--- config.mk ---
export PLATFORM = sky130hd
export DESIGN_NAME = uart_rx_core
export DESIGN_NICKNAME = d
export VERILOG_FILES = /design/src/rtl/uart_rx_pkg.sv /design/src/rtl/uart_rx_sync.sv /design/src/rtl/uart_rx_framer.sv /design/src/rtl/uart_rx_status.sv /design/src/rtl/uart_rx_core.sv
export SDC_FILE = /design/constraint.sdc
export NUM_CORES = 1
export LEC_CHECK = 0
export BUFFER_PORTS_ARGS = -buffer_cell sky130_fd_sc_hd__buf_2
export CORE_AREA = 2 2 62 64
export CTS_BUF_LIST = sky130_fd_sc_hd__clkbuf_16
export CTS_CLUSTER_DIAMETER = 100
export DETAILED_ROUTE_END_ITERATION = 10
export DIE_AREA = 0 0 64 66
export GPL_TIMING_DRIVEN = 0
export HOLD_SLACK_MARGIN = 0.12
export PLACE_DENSITY_LB_ADDON = 0.12
export SLEW_MARGIN = 20
export SYNTH_ARGS = -nofsm -noshare
export SYNTH_HDL_FRONTEND = slang
export SYNTH_SLANG_ARGS = --single-unit
--- constraint.sdc ---
create_clock -name clk -period 2.3 [get_ports clk]
set_clock_uncertainty 0.2 [all_clocks]
set_input_delay 0.23 -clock clk [delete_from_list [all_inputs] [get_ports clk]]
set_output_delay 0.23 -clock clk [all_outputs]
set_load 0.05 [all_outputs]
--- src/rtl/uart_rx_pkg.sv ---
package uart_rx_pkg;

  typedef enum logic [2:0] {
    RX_IDLE,
    RX_START,
    RX_DATA,
    RX_PAR,
    RX_STOP
  } rx_state_e;

  localparam int FLAG_OVR = 0;
  localparam int FLAG_FRM = 1;
  localparam int FLAG_PAR = 2;
  localparam int NUM_FLAGS = 3;

endpackage

--- src/rtl/uart_rx_sync.sv ---
module uart_rx_sync #(
  parameter int STAGES = 2
) (
  input  logic clk,
  input  logic rst_n,
  input  logic d_i,
  output logic q_o
);

  logic [STAGES-1:0] pipe_q;

  generate
    if (STAGES == 1) begin : g_one
      always_ff @(posedge clk or negedge rst_n) begin
        if (!rst_n) pipe_q <= 1'b1;
        else        pipe_q <= d_i;
      end
    end else begin : g_many
      always_ff @(posedge clk or negedge rst_n) begin
        if (!rst_n) pipe_q <= '1;
        else        pipe_q <= {pipe_q[STAGES-2:0], d_i};
      end
    end
  endgenerate

  assign q_o = pipe_q[STAGES-1];

endmodule

--- src/rtl/uart_rx_framer.sv ---
module uart_rx_framer
  import uart_rx_pkg::*;
#(
  parameter int DATA_W = 8,
  parameter int OVS    = 16
) (
  input  logic              clk,
  input  logic              rst_n,
  input  logic              en_i,
  input  logic              tick_i,
  input  logic              rx_i,
  input  logic              par_en_i,
  input  logic              par_odd_i,
  input  logic              two_stop_i,
  output logic              done_o,
  output logic [DATA_W-1:0] data_o,
  output logic              frm_err_o,
  output logic              par_err_o
);

  localparam int CNT_W = (OVS > 1) ? $clog2(OVS) : 1;
  localparam int IDX_W = (DATA_W > 1) ? $clog2(DATA_W) : 1;
  localparam logic [CNT_W-1:0] HALF_LAST = CNT_W'(OVS / 2 - 1);
  localparam logic [CNT_W-1:0] FULL_LAST = CNT_W'(OVS - 1);
  localparam logic [IDX_W-1:0] LAST_IDX  = IDX_W'(DATA_W - 1);

  rx_state_e         state_q;
  logic [CNT_W-1:0]  cnt_q;
  logic [IDX_W-1:0]  idx_q;
  logic [DATA_W-1:0] shift_q;
  logic              par_acc_q;
  logic              ferr_q;
  logic              perr_q;
  logic              stop2_q;
  logic              done_q;

  logic              at_mid;
  logic [CNT_W-1:0]  cnt_step;
  logic              ferr_next;

  // Mid-bit point of a full bit period, counted from the previous sample.
  assign at_mid    = (cnt_q == FULL_LAST);
  assign cnt_step  = at_mid ? '0 : cnt_q + 1'b1;
  assign ferr_next = ferr_q | ~rx_i;

  always_ff @(posedge clk or negedge rst_n) begin
    if (!rst_n) begin
      state_q   <= RX_IDLE;
      cnt_q     <= '0;
      idx_q     <= '0;
      shift_q   <= '0;
      par_acc_q <= 1'b0;
      ferr_q    <= 1'b0;
      perr_q    <= 1'b0;
      stop2_q   <= 1'b0;
      done_q    <= 1'b0;
    end else begin
      done_q <= 1'b0;
      if (!en_i) begin
        state_q <= RX_IDLE;
        cnt_q   <= '0;
      end else if (tick_i) begin
        unique case (state_q)
          RX_IDLE: begin
            if (!rx_i) begin
              state_q <= RX_START;
              cnt_q   <= '0;
            end
          end
          RX_START: begin
            if (cnt_q == HALF_LAST) begin
              cnt_q <= '0;
              if (!rx_i) begin
                state_q   <= RX_DATA;
                idx_q     <= '0;
                par_acc_q <= par_odd_i;
                ferr_q    <= 1'b0;
                perr_q    <= 1'b0;
                stop2_q   <= 1'b0;
              end else begin
                state_q <= RX_IDLE;
              end
            end else begin
              cnt_q <= cnt_q + 1'b1;
            end
          end
          RX_DATA: begin
            cnt_q <= cnt_step;
            if (at_mid) begin
              shift_q   <= {rx_i, shift_q[DATA_W-1:1]};
              par_acc_q <= par_acc_q ^ rx_i;
              if (idx_q == LAST_IDX) begin
                state_q <= par_en_i ? RX_PAR : RX_STOP;
              end else begin
                idx_q <= idx_q + 1'b1;
              end
            end
          end
          RX_PAR: begin
            cnt_q <= cnt_step;
            if (at_mid) begin
              perr_q  <= par_acc_q ^ rx_i;
              state_q <= RX_STOP;
            end
          end
          RX_STOP: begin
            cnt_q <= cnt_step;
            if (at_mid) begin
              ferr_q <= ferr_next;
              if (two_stop_i && !stop2_q) begin
                stop2_q <= 1'b1;
              end else begin
                done_q  <= 1'b1;
                state_q <= RX_IDLE;
              end
            end
          end
          default: state_q <= RX_IDLE;
        endcase
      end
    end
  end

  assign done_o    = done_q;
  assign data_o    = shift_q;
  assign frm_err_o = ferr_q;
  assign par_err_o = perr_q;

endmodule

--- src/rtl/uart_rx_status.sv ---
module uart_rx_status
  import uart_rx_pkg::*;
#(
  parameter int DATA_W = 8
) (
  input  logic              clk,
  input  logic              rst_n,
  input  logic              done_i,
  input  logic [DATA_W-1:0] data_i,
  input  logic              frm_err_i,
  input  logic              par_err_i,
  input  logic              ready_i,
  input  logic              clr_ovr_i,
  input  logic              clr_frm_i,
  input  logic              clr_par_i,
  output logic [DATA_W-1:0] data_o,
  output logic              valid_o,
  output logic              ovr_o,
  output logic              frm_o,
  output logic              par_o
);

  logic [DATA_W-1:0]    data_q;
  logic                 valid_q;
  logic                 ovr_hit;
  logic                 consume;
  logic                 clean;
  logic [NUM_FLAGS-1:0] set_v;
  logic [NUM_FLAGS-1:0] clr_v;
  logic [NUM_FLAGS-1:0] flag_v;

  // The held byte is still pending unless the host takes it this cycle.
  assign consume = valid_q & ready_i;
  assign ovr_hit = done_i & valid_q & ~ready_i;
  assign clean   = ~(frm_err_i | par_err_i);

  always_ff @(posedge clk or negedge rst_n) begin
    if (!rst_n) begin
      data_q  <= '0;
      valid_q <= 1'b0;
    end else if (done_i && !ovr_hit) begin
      data_q  <= data_i;
      valid_q <= clean;
    end else if (consume) begin
      valid_q <= 1'b0;
    end
  end

  always_comb begin
    set_v           = '0;
    clr_v           = '0;
    set_v[FLAG_OVR] = ovr_hit;
    set_v[FLAG_FRM] = done_i & frm_err_i;
    set_v[FLAG_PAR] = done_i & par_err_i;
    clr_v[FLAG_OVR] = clr_ovr_i;
    clr_v[FLAG_FRM] = clr_frm_i;
    clr_v[FLAG_PAR] = clr_par_i;
  end

  generate
    for (genvar g = 0; g < NUM_FLAGS; g++) begin : g_flag
      logic bit_q;
      always_ff @(posedge clk or negedge rst_n) begin
        if (!rst_n) bit_q <= 1'b0;
        else        bit_q <= set_v[g] | (bit_q & ~clr_v[g]);
      end
      assign flag_v[g] = bit_q;
    end
  endgenerate

  assign data_o  = data_q;
  assign valid_o = valid_q;
  assign ovr_o   = flag_v[FLAG_OVR];
  assign frm_o   = flag_v[FLAG_FRM];
  assign par_o   = flag_v[FLAG_PAR];

endmodule

--- src/rtl/uart_rx_core.sv ---
module uart_rx_core #(
  parameter int DATA_W      = 8,
  parameter int OVS         = 16,
  parameter int SYNC_STAGES = 2
) (
  input  logic              clk,
  input  logic              rst_n,
  input  logic              rx_i,
  input  logic              tick16_i,
  input  logic              rx_en_i,
  input  logic              par_en_i,
  input  logic              par_odd_i,
  input  logic              two_stop_i,
  output logic [DATA_W-1:0] rx_data_o,
  output logic              rx_valid_o,
  input  logic              rx_ready_i,
  input  logic              clr_ovr_i,
  input  logic              clr_frm_i,
  input  logic              clr_par_i,
  output logic              ovr_flag_o,
  output logic              frm_flag_o,
  output logic              par_flag_o
);

  logic              rx_sync;
  logic              frame_done;
  logic [DATA_W-1:0] frame_data;
  logic              frame_ferr;
  logic              frame_perr;

  uart_rx_sync #(.STAGES(SYNC_STAGES)) u_sync (
    .clk   (clk),
    .rst_n (rst_n),
    .d_i   (rx_i),
    .q_o   (rx_sync)
  );

  uart_rx_framer #(.DATA_W(DATA_W), .OVS(OVS)) u_framer (
    .clk        (clk),
    .rst_n      (rst_n),
    .en_i       (rx_en_i),
    .tick_i     (tick16_i),
    .rx_i       (rx_sync),
    .par_en_i   (par_en_i),
    .par_odd_i  (par_odd_i),
    .two_stop_i (two_stop_i),
    .done_o     (frame_done),
    .data_o     (frame_data),
    .frm_err_o  (frame_ferr),
    .par_err_o  (frame_perr)
  );

  uart_rx_status #(.DATA_W(DATA_W)) u_status (
    .clk       (clk),
    .rst_n     (rst_n),
    .done_i    (frame_done),
    .data_i    (frame_data),
    .frm_err_i (frame_ferr),
    .par_err_i (frame_perr),
    .ready_i   (rx_ready_i),
    .clr_ovr_i (clr_ovr_i),
    .clr_frm_i (clr_frm_i),
    .clr_par_i (clr_par_i),
    .data_o    (rx_data_o),
    .valid_o   (rx_valid_o),
    .ovr_o     (ovr_flag_o),
    .frm_o     (frm_flag_o),
    .par_o     (par_flag_o)
  );

endmodule

==> flow_summary_export.csv, run 1 <==
group,metric,value,unit
run_status,status,"completed",
sta,final.setup.tns,0,ns
finish,postLayoutCellArea,2240,µm²
synth,avgSynthCellArea,11.7,µm²
place,port_buffers,23,
grt,grt_antenna_before_repair,0,
worst_setup_path,startpoint,"u_sync.pipe_q[1]$_DFF_PN1_",
place,dpl-instance-area,1980,µm²
floorplan,fp.dieArea,4220,µm²
synth,ys_seq_area_frac,0.514,
synth,synthCells,154,
clock_tree,cts_sinks,37,
finish,drive_above_1_share,0.311,
synth,syn-num-nets,169,
clock_tree,clk_pin_slew,0.05,ns
flow_run,cap_viol_max_count,0,
worst_setup_path,required,2.26,ns
synth,ys_ff_latch,37,
synth,yosysMostFrequentCell,"dfrtp_1",
clock_tree,post_cts_resized,0,
floorplan,die_x,64,µm
worst_setup_path,r2r_slack,0.25,ns
clock_tree,post_cts_buffers,0,
finish,multiInputGateArea,808,µm²
synth,synth_common_cells,"dfrtp_1 (35), mux2_2 (17), nand2_1 (10)",
sta,slew_headroom,0.473,
worst_setup_path,r2r_cells,5,
hold_path,min_from,"tick16_i",
finish,final_nets,210,
sta,finalHoldViolations,0,
worst_setup_path,slowest_stage,"dfstp_2",
synth,yosysTopAreaCell,"dfrtp_1",
sta,whs,0.144,ns
detailed_routing,dr.pass1.iters,4,
clock_tree,ctsHtreeMaxLevel,2,
floorplan,start_util,0.509,
pwr,vdd_ir_drop_max,0.000463,V
synth,synth_warnings,0,
sta,tightest_slew,0.790,ns
synth,synth_top_area_frac,0.485,
place,dp_cells,225,
synth,syn_area,1810,µm²
detailed_routing,post_drt_via_cell_ratio,5.48,
hold_path,holdPathStages,2,
worst_setup_path,critPathCaptureType,"flip-flop",
worst_setup_path,critPathMaxFanout,10,
worst_setup_path,crit_arrival,2.01,ns
floorplan,core_area,3550,µm²
clock_tree,clock_path_buffers,2,
grt,grt_pass1_vias,1382,
finish,final_cell_count_no_fill,244,
detailed_routing,antenna_left,0,
detailed_routing,drc,0,
worst_setup_path,reg2reg_to,"u_framer.cnt_q[3]$_DFFE_PN0P_",
worst_setup_path,cpLargestDelayFamily,"compound AO/OA/AOI/OAI gates",
worst_setup_path,reg2reg_from,"u_sync.pipe_q[1]$_DFF_PN1_",
floorplan,io_pins,24,
place,gp_congestion,0.791,
synth,async_flop_share,1.00,
clock_tree,cts_tree,"built",
worst_setup_path,path_cells,"buf_4 > or4b_4 > a31oi_4 > a2111oi_2 > a211o_1",
detailed_routing,vias,1338,
finish,area_growth,23.8,%
clock_tree,insertion_delay,0.28,ns
worst_setup_path,path_class,"flip-flop to flip-flop",
synth,synth_cell_types,47,
worst_setup_path,cp-start-kind,"flip-flop",
pwr,finalPower,0.00143,W
hold_path,hold_end,"u_framer.cnt_q[1]$_DFFE_PN0P_",
floorplan,rows,22,
sta,period_needed,2.05,ns
grt,grt.overflow.total,0,
pwr,p_per_area,639,nW/µm²
clock_tree,clock-root-buffer,"clkbuf_16",
finish,register_area,928,µm²
synth,dominantRegCellSynth,"dfrtp_1",
synth,yosys-top-cells-area,"dfrtp_1 (48%), mux2_2 (11%), dfstp_2 (2.9%)",
grt,grt_max_degree,38,
detailed_routing,drt-initial-drc-count,42,
hold_path,hp-class,"input pin to flip-flop",
place,dp_hpwl,2.49,mm
finish,n_antenna_cell,0,
grt,grtUsageTotal,0.197,
clock_tree,cts-buffers-inserted,5,
finish,fill_cells,299,
worst_setup_path,slowest_delay,0.51,ns
floorplan,die_height,66,µm
grt,grt_pass1_wl,6.28,mm
synth,synth_edf_count,0,
pwr,power.leakage,1.11,nW
detailed_routing,wl_per_cell,14.4,µm
sta,rsz0062_at_grt,"no",
sta,finalCritPeriodShare,0.892,
sta,slew_violations,0,
worst_setup_path,crit_buf_inv,1,
detailed_routing,routed_wl,3.52,mm
sta,setup_violations,0,
sta,fmax,488,MHz
==> worst register-to-register path, cell delays in order, from the launching register on <==
cell,delay (ns)
dfstp_2,0.51
buf_4,0.16
or4b_4,0.49
a31oi_4,0.26
a2111oi_2,0.08
a211o_1,0.23
==> what timing repair did <==
item | in CTS | in global routing
endpoints found under the setup margin | 0 | 0
endpoints found under the hold margin | 46 | 0
hold buffers | 11 | 0
==> cells by family after synthesis <==
family                   synth area share
buffers and inverters              0.0388
multiplexers                        0.123
adder cells (fa/ha/maj)            0.0208
XOR/XNOR                          0.00485
AND/OR/NAND/NOR                     0.136
AO/OA/AOI/OAI                       0.163
flip-flops                          0.514
==> cells in the final DEF, fill, tap and decap left out, types with 3 or more instances in the layout <==
cell type	n
nand3_1	3
nand4_1	3
a21o_1	4
ha_1	3
a21oi_1	4
nand2_1	10
nor2_1	6
dfrtp_1	35
clkbuf_16	5
nand2b_1	4
inv_1	10
dlygate4sd3_1	11
buf_2	25
mux2_2	17
mux2i_1	3
nor3_1	3
o21ai_0	6
==> metrics by stage <==
stage | util | worst slack [ns]
3_5_place_dp | 0.558 | 0.260
4_1_cts | 0.630 | 0.250
2_1_floorplan | - | 0.353
3_3_place_gp | 0.558 | 0.267
5_1_grt | 0.630 | 0.0883
6_report | 0.630 | 0.249
==> registers in the layout, indices dropped and copies added (netlist names) <==
name	count
u_framer.cnt_q	4
u_status.valid_o	1
u_framer.data_o	8
u_framer.stop2_q	1
u_status.frm_o	1
u_sync.pipe_q	2
u_status.ovr_o	1
u_framer.state_q	3
u_status.par_o	1
u_status.data_o	8
u_framer.par_acc_q	1
u_framer.idx_q	3
u_framer.frm_err_o	1
u_framer.par_err_o	1
u_framer.done_o	1
==> metal layers <==
layer / GRT usage / up-vias / wire (µm)
li1: - / 649 / -
met1: 0.239 / 659 / 1610
met2: 0.332 / 22 / 1740
met3: 0.0511 / 8 / 113
met4: 0.0815 / 0 / 57
met5: 0 / - / 0
==> worst max-delay path by stage <==
stage          cells after the start                        endpoint
2_1_floorplan                      5   u_framer.cnt_q[3]$_DFFE_PN0P_
3_3_place_gp                       5   u_framer.cnt_q[3]$_DFFE_PN0P_
3_5_place_dp                       5   u_framer.cnt_q[3]$_DFFE_PN0P_
4_1_cts                            5   u_framer.cnt_q[3]$_DFFE_PN0P_
5_1_grt                            4  u_framer.data_o[0]$_DFFE_PN0P_
6_report                           5   u_framer.cnt_q[3]$_DFFE_PN0P_
==> area by class of cell <==
class / count / area share
flip-flops and latches: 37 / 0.415
clock buffers: 5 / 0.0560
clock inverters: 3 / 0.00839
inverters: 9 / 0.0151
well taps: 48 / 0.0269
repair buffers: 34 / 0.101
plain buffers: 6 / 0.0162
multi-input cells: 102 / 0.362
==> report_power, final <==
part,total (W),switching (W),leakage [nW],internal (W)
registers,0.000663,0.00000515,0.509,0.000658
logic,0.000117,0.0000670,0.529,0.0000498
clock network,0.000648,0.000251,0.0672,0.000396
No activity file was read; power rests on OpenSTA's default activity.
==> inputs of run 2 (changes only) <==
--- a/config.mk
+++ b/config.mk
@@ -5,16 +5,20 @@
 export SDC_FILE = /design/constraint.sdc
 export NUM_CORES = 1
 export LEC_CHECK = 0
+export ABC_AREA = 0
 export BUFFER_PORTS_ARGS = -buffer_cell sky130_fd_sc_hd__buf_2
-export CORE_AREA = 2 2 62 64
+export CELL_PAD_IN_SITES_DETAIL_PLACEMENT = 1
+export CELL_PAD_IN_SITES_GLOBAL_PLACEMENT = 1
+export CORE_AREA = 2 2 68 70
 export CTS_BUF_LIST = sky130_fd_sc_hd__clkbuf_16
 export CTS_CLUSTER_DIAMETER = 100
 export DETAILED_ROUTE_END_ITERATION = 10
-export DIE_AREA = 0 0 64 66
+export DIE_AREA = 0 0 70 72
 export GPL_TIMING_DRIVEN = 0
 export HOLD_SLACK_MARGIN = 0.12
 export PLACE_DENSITY_LB_ADDON = 0.12
 export SLEW_MARGIN = 20
 export SYNTH_ARGS = -nofsm -noshare
 export SYNTH_HDL_FRONTEND = slang
+export SYNTH_HIERARCHICAL = 1
 export SYNTH_SLANG_ARGS = --single-unit
==> run 2 against run 1 <==
Worst setup slack worse by 0.14 ns. Critical path depth is 1 higher. Synthesized area is 3.2% higher. First-iteration DRC count is 55% higher.
==> flow_summary_export.csv, run 2 <==
group,metric,value,unit
run_status,status,"completed",
synth,avgSynthCellArea,11.3,µm²
floorplan,die_x,70,µm
floorplan,fp.dieArea,5040,µm²
hold_path,hp-class,"input pin to flip-flop",
floorplan,rows,24,
detailed_routing,drt-initial-drc-count,65,
worst_setup_path,crit_arrival,2.15,ns
synth,async_flop_share,1.00,
synth,yosys-top-cells-area,"dfrtp_1 (47%), mux2_2 (9.7%), nand2_1 (3.2%)",
clock_tree,clock_path_buffers,2,
synth,synth_warnings,6,
finish,final_nets,220,
grt,grt_max_degree,38,
synth,yosysMostFrequentCell,"dfrtp_1",
synth,synth_common_cells,"dfrtp_1 (35), mux2_2 (16), nand2_1 (16)",
synth,ys_ff_latch,37,
floorplan,io_pins,24,
sta,finalCritPeriodShare,0.952,
synth,dominantRegCellSynth,"dfrtp_1",
detailed_routing,post_drt_via_cell_ratio,5.46,
sta,whs,0.164,ns
worst_setup_path,critPathMaxFanout,3,
floorplan,core_area,4260,µm²
place,dp_hpwl,2.90,mm
synth,syn-num-nets,180,
synth,ys_seq_area_frac,0.498,
clock_tree,clock-root-buffer,"clkbuf_16",
clock_tree,cts_tree,"built",
grt,grt_pass1_vias,1539,
worst_setup_path,slowest_stage,"dfrtp_1",
worst_setup_path,cpLargestDelayFamily,"simple AND/OR/NAND/NOR gates",
finish,area_growth,23.8,%
place,gp_congestion,0.785,
sta,slew_violations,0,
grt,grt.overflow.total,0,
floorplan,die_height,72,µm
sta,final.setup.tns,0,ns
detailed_routing,dr.pass1.iters,4,
worst_setup_path,crit_buf_inv,0,
finish,most-common-layout-cells,"dfrtp_1 (35), buf_2 (24), nand2_1 (16), mux2_2 (16), inv_1 (12)",
sta,fmax,457,MHz
pwr,p_per_area,746,nW/µm²
pwr,vdd_ir_drop_max,0.000273,V
worst_setup_path,cp-start-kind,"flip-flop",
sta,period_needed,2.19,ns
detailed_routing,routed_wl,4.32,mm
sta,rsz0062_at_grt,"no",
worst_setup_path,critPathCaptureType,"flip-flop",
clock_tree,cts_sinks,37,
detailed_routing,antenna_left,0,
flow_run,cap_viol_max_count,0,
sta,tightest_slew,0.832,ns
finish,multiInputGateArea,871,µm²
worst_setup_path,path_cells,"ha_1 > ha_1 > or3b_1 > a21oi_1 > nand3_2 > mux2_4",
worst_setup_path,path_class,"flip-flop to flip-flop",
finish,final_common_cell,"dfrtp_1",
sta,finalHoldViolations,0,
clock_tree,insertion_delay,0.28,ns
detailed_routing,drc,0,
place,port_buffers,23,
finish,register_area,928,µm²
worst_setup_path,slowest_delay,0.41,ns
grt,grt_pass1_wl,7.46,mm
floorplan,start_util,0.437,
grt,grtUsageTotal,0.192,
clock_tree,cts-buffers-inserted,5,
grt,grt_antenna_before_repair,0,
worst_setup_path,cp_common_cell,"ha_1",
clock_tree,clk_pin_slew,0.05,ns
synth,synth_edf_count,0,
pwr,power.leakage,1.11,nW
detailed_routing,wl_per_cell,16.8,µm
sta,slew_headroom,0.445,
finish,n_antenna_cell,0,
sta,setup_violations,0,
worst_setup_path,required,2.26,ns
finish,drive_above_1_share,0.282,
synth,syn_area,1860,µm²
clock_tree,post_cts_resized,0,
finish,fill_cells,463,
synth,synthCells,165,
clock_tree,ctsHtreeMaxLevel,2,
synth,yosysTopAreaCell,"dfrtp_1",
detailed_routing,vias,1409,
synth,synth_cell_types,52,
synth,synth_top_area_frac,0.470,
run 2: kinds of logic after synthesis:
group | synth area share
compound gates | 0.121
xor+xnor | 0.00470
fa+ha+maj | 0.0201
buf+inv | 0.0349
flops | 0.498
mux | 0.132
simple gates | 0.189
run 2: repair_timing:
item                                   CTS  global route
hold buffers                            10             0
endpoints found under the hold margin   44             0
buffers inserted                         0             0
run 2: area by class of cell:
class / count / share of cell area
Multi-Input combinational cell: 112 / 0.377
Clock inverter: 3 / 0.0163
Inverter: 11 / 0.0179
Sequential cell: 37 / 0.402
Buffer: 5 / 0.0103
Clock buffer: 5 / 0.0542
Timing Repair Buffer: 33 / 0.0933
Tap cell: 52 / 0.0282
run 2: layer usage:
metal  share of wire  GRT usage
met2            0.51      0.347
met4           0.013     0.0577
met5               0          0
met3           0.027     0.0417
met1            0.45      0.230
run 2: path summary, 6_finish.rpt:
path,start,endpoint,slack (ns),cells after the start
setup reg to reg,u_framer/idx_q[0]$_DFFE_PN0P_,u_framer/idx_q[0]$_DFFE_PN0P_,0.11,6
hold reg to reg,u_sync/pipe_q[0]$_DFF_PN1_,u_sync/pipe_q[1]$_DFF_PN1_,0.17,0
hold / removal,par_odd_i,u_framer/par_acc_q$_DFFE_PN0P_,0.16,4
max in group asynchronous,rst_n,u_framer/data_o[4]$_DFFE_PN0P_,0.99,2
min in group asynchronous,rst_n,u_status/par_o$_DFF_PN0_,0.40,2
setup / recovery,u_framer/idx_q[0]$_DFFE_PN0P_,u_framer/idx_q[0]$_DFFE_PN0P_,0.11,6
run 2: power breakdown:
part | total [W] | leakage, nW | switching, W | internal, W
Clock | 0.000751 | 0.0826 | 0.000248 | 0.000503
Sequential | 0.000745 | 0.502 | 0.0000447 | 0.000701
Combinational | 0.000225 | 0.528 | 0.000120 | 0.000105
Total | 0.00172 | 1.11 | 0.000412 | 0.00131
run 2: worst min-delay path, delay by kind of cell:
family	cells	cell delay, ns
AND/OR/NAND/NOR	2	0.12
buffers and inverters	1	0.09
AO/OA/AOI/OAI	1	0.16
run 2: metrics by stage:
step / setup slack [ns] / std cells / util / instance area [µm²] / total power (W)
floorplan: 0.297 / 165 / - / 1860 / 0.000892
finish: 0.111 / 258 / 0.541 / 2310 / 0.00172
global route: 0.0158 / 258 / 0.541 / 2310 / 0.00181
global placement: 0.187 / 240 / 0.479 / 2040 / 0.000943
detailed placement: 0.173 / 240 / 0.479 / 2040 / 0.000960
CTS: 0.104 / 258 / 0.541 / 2310 / 0.00174
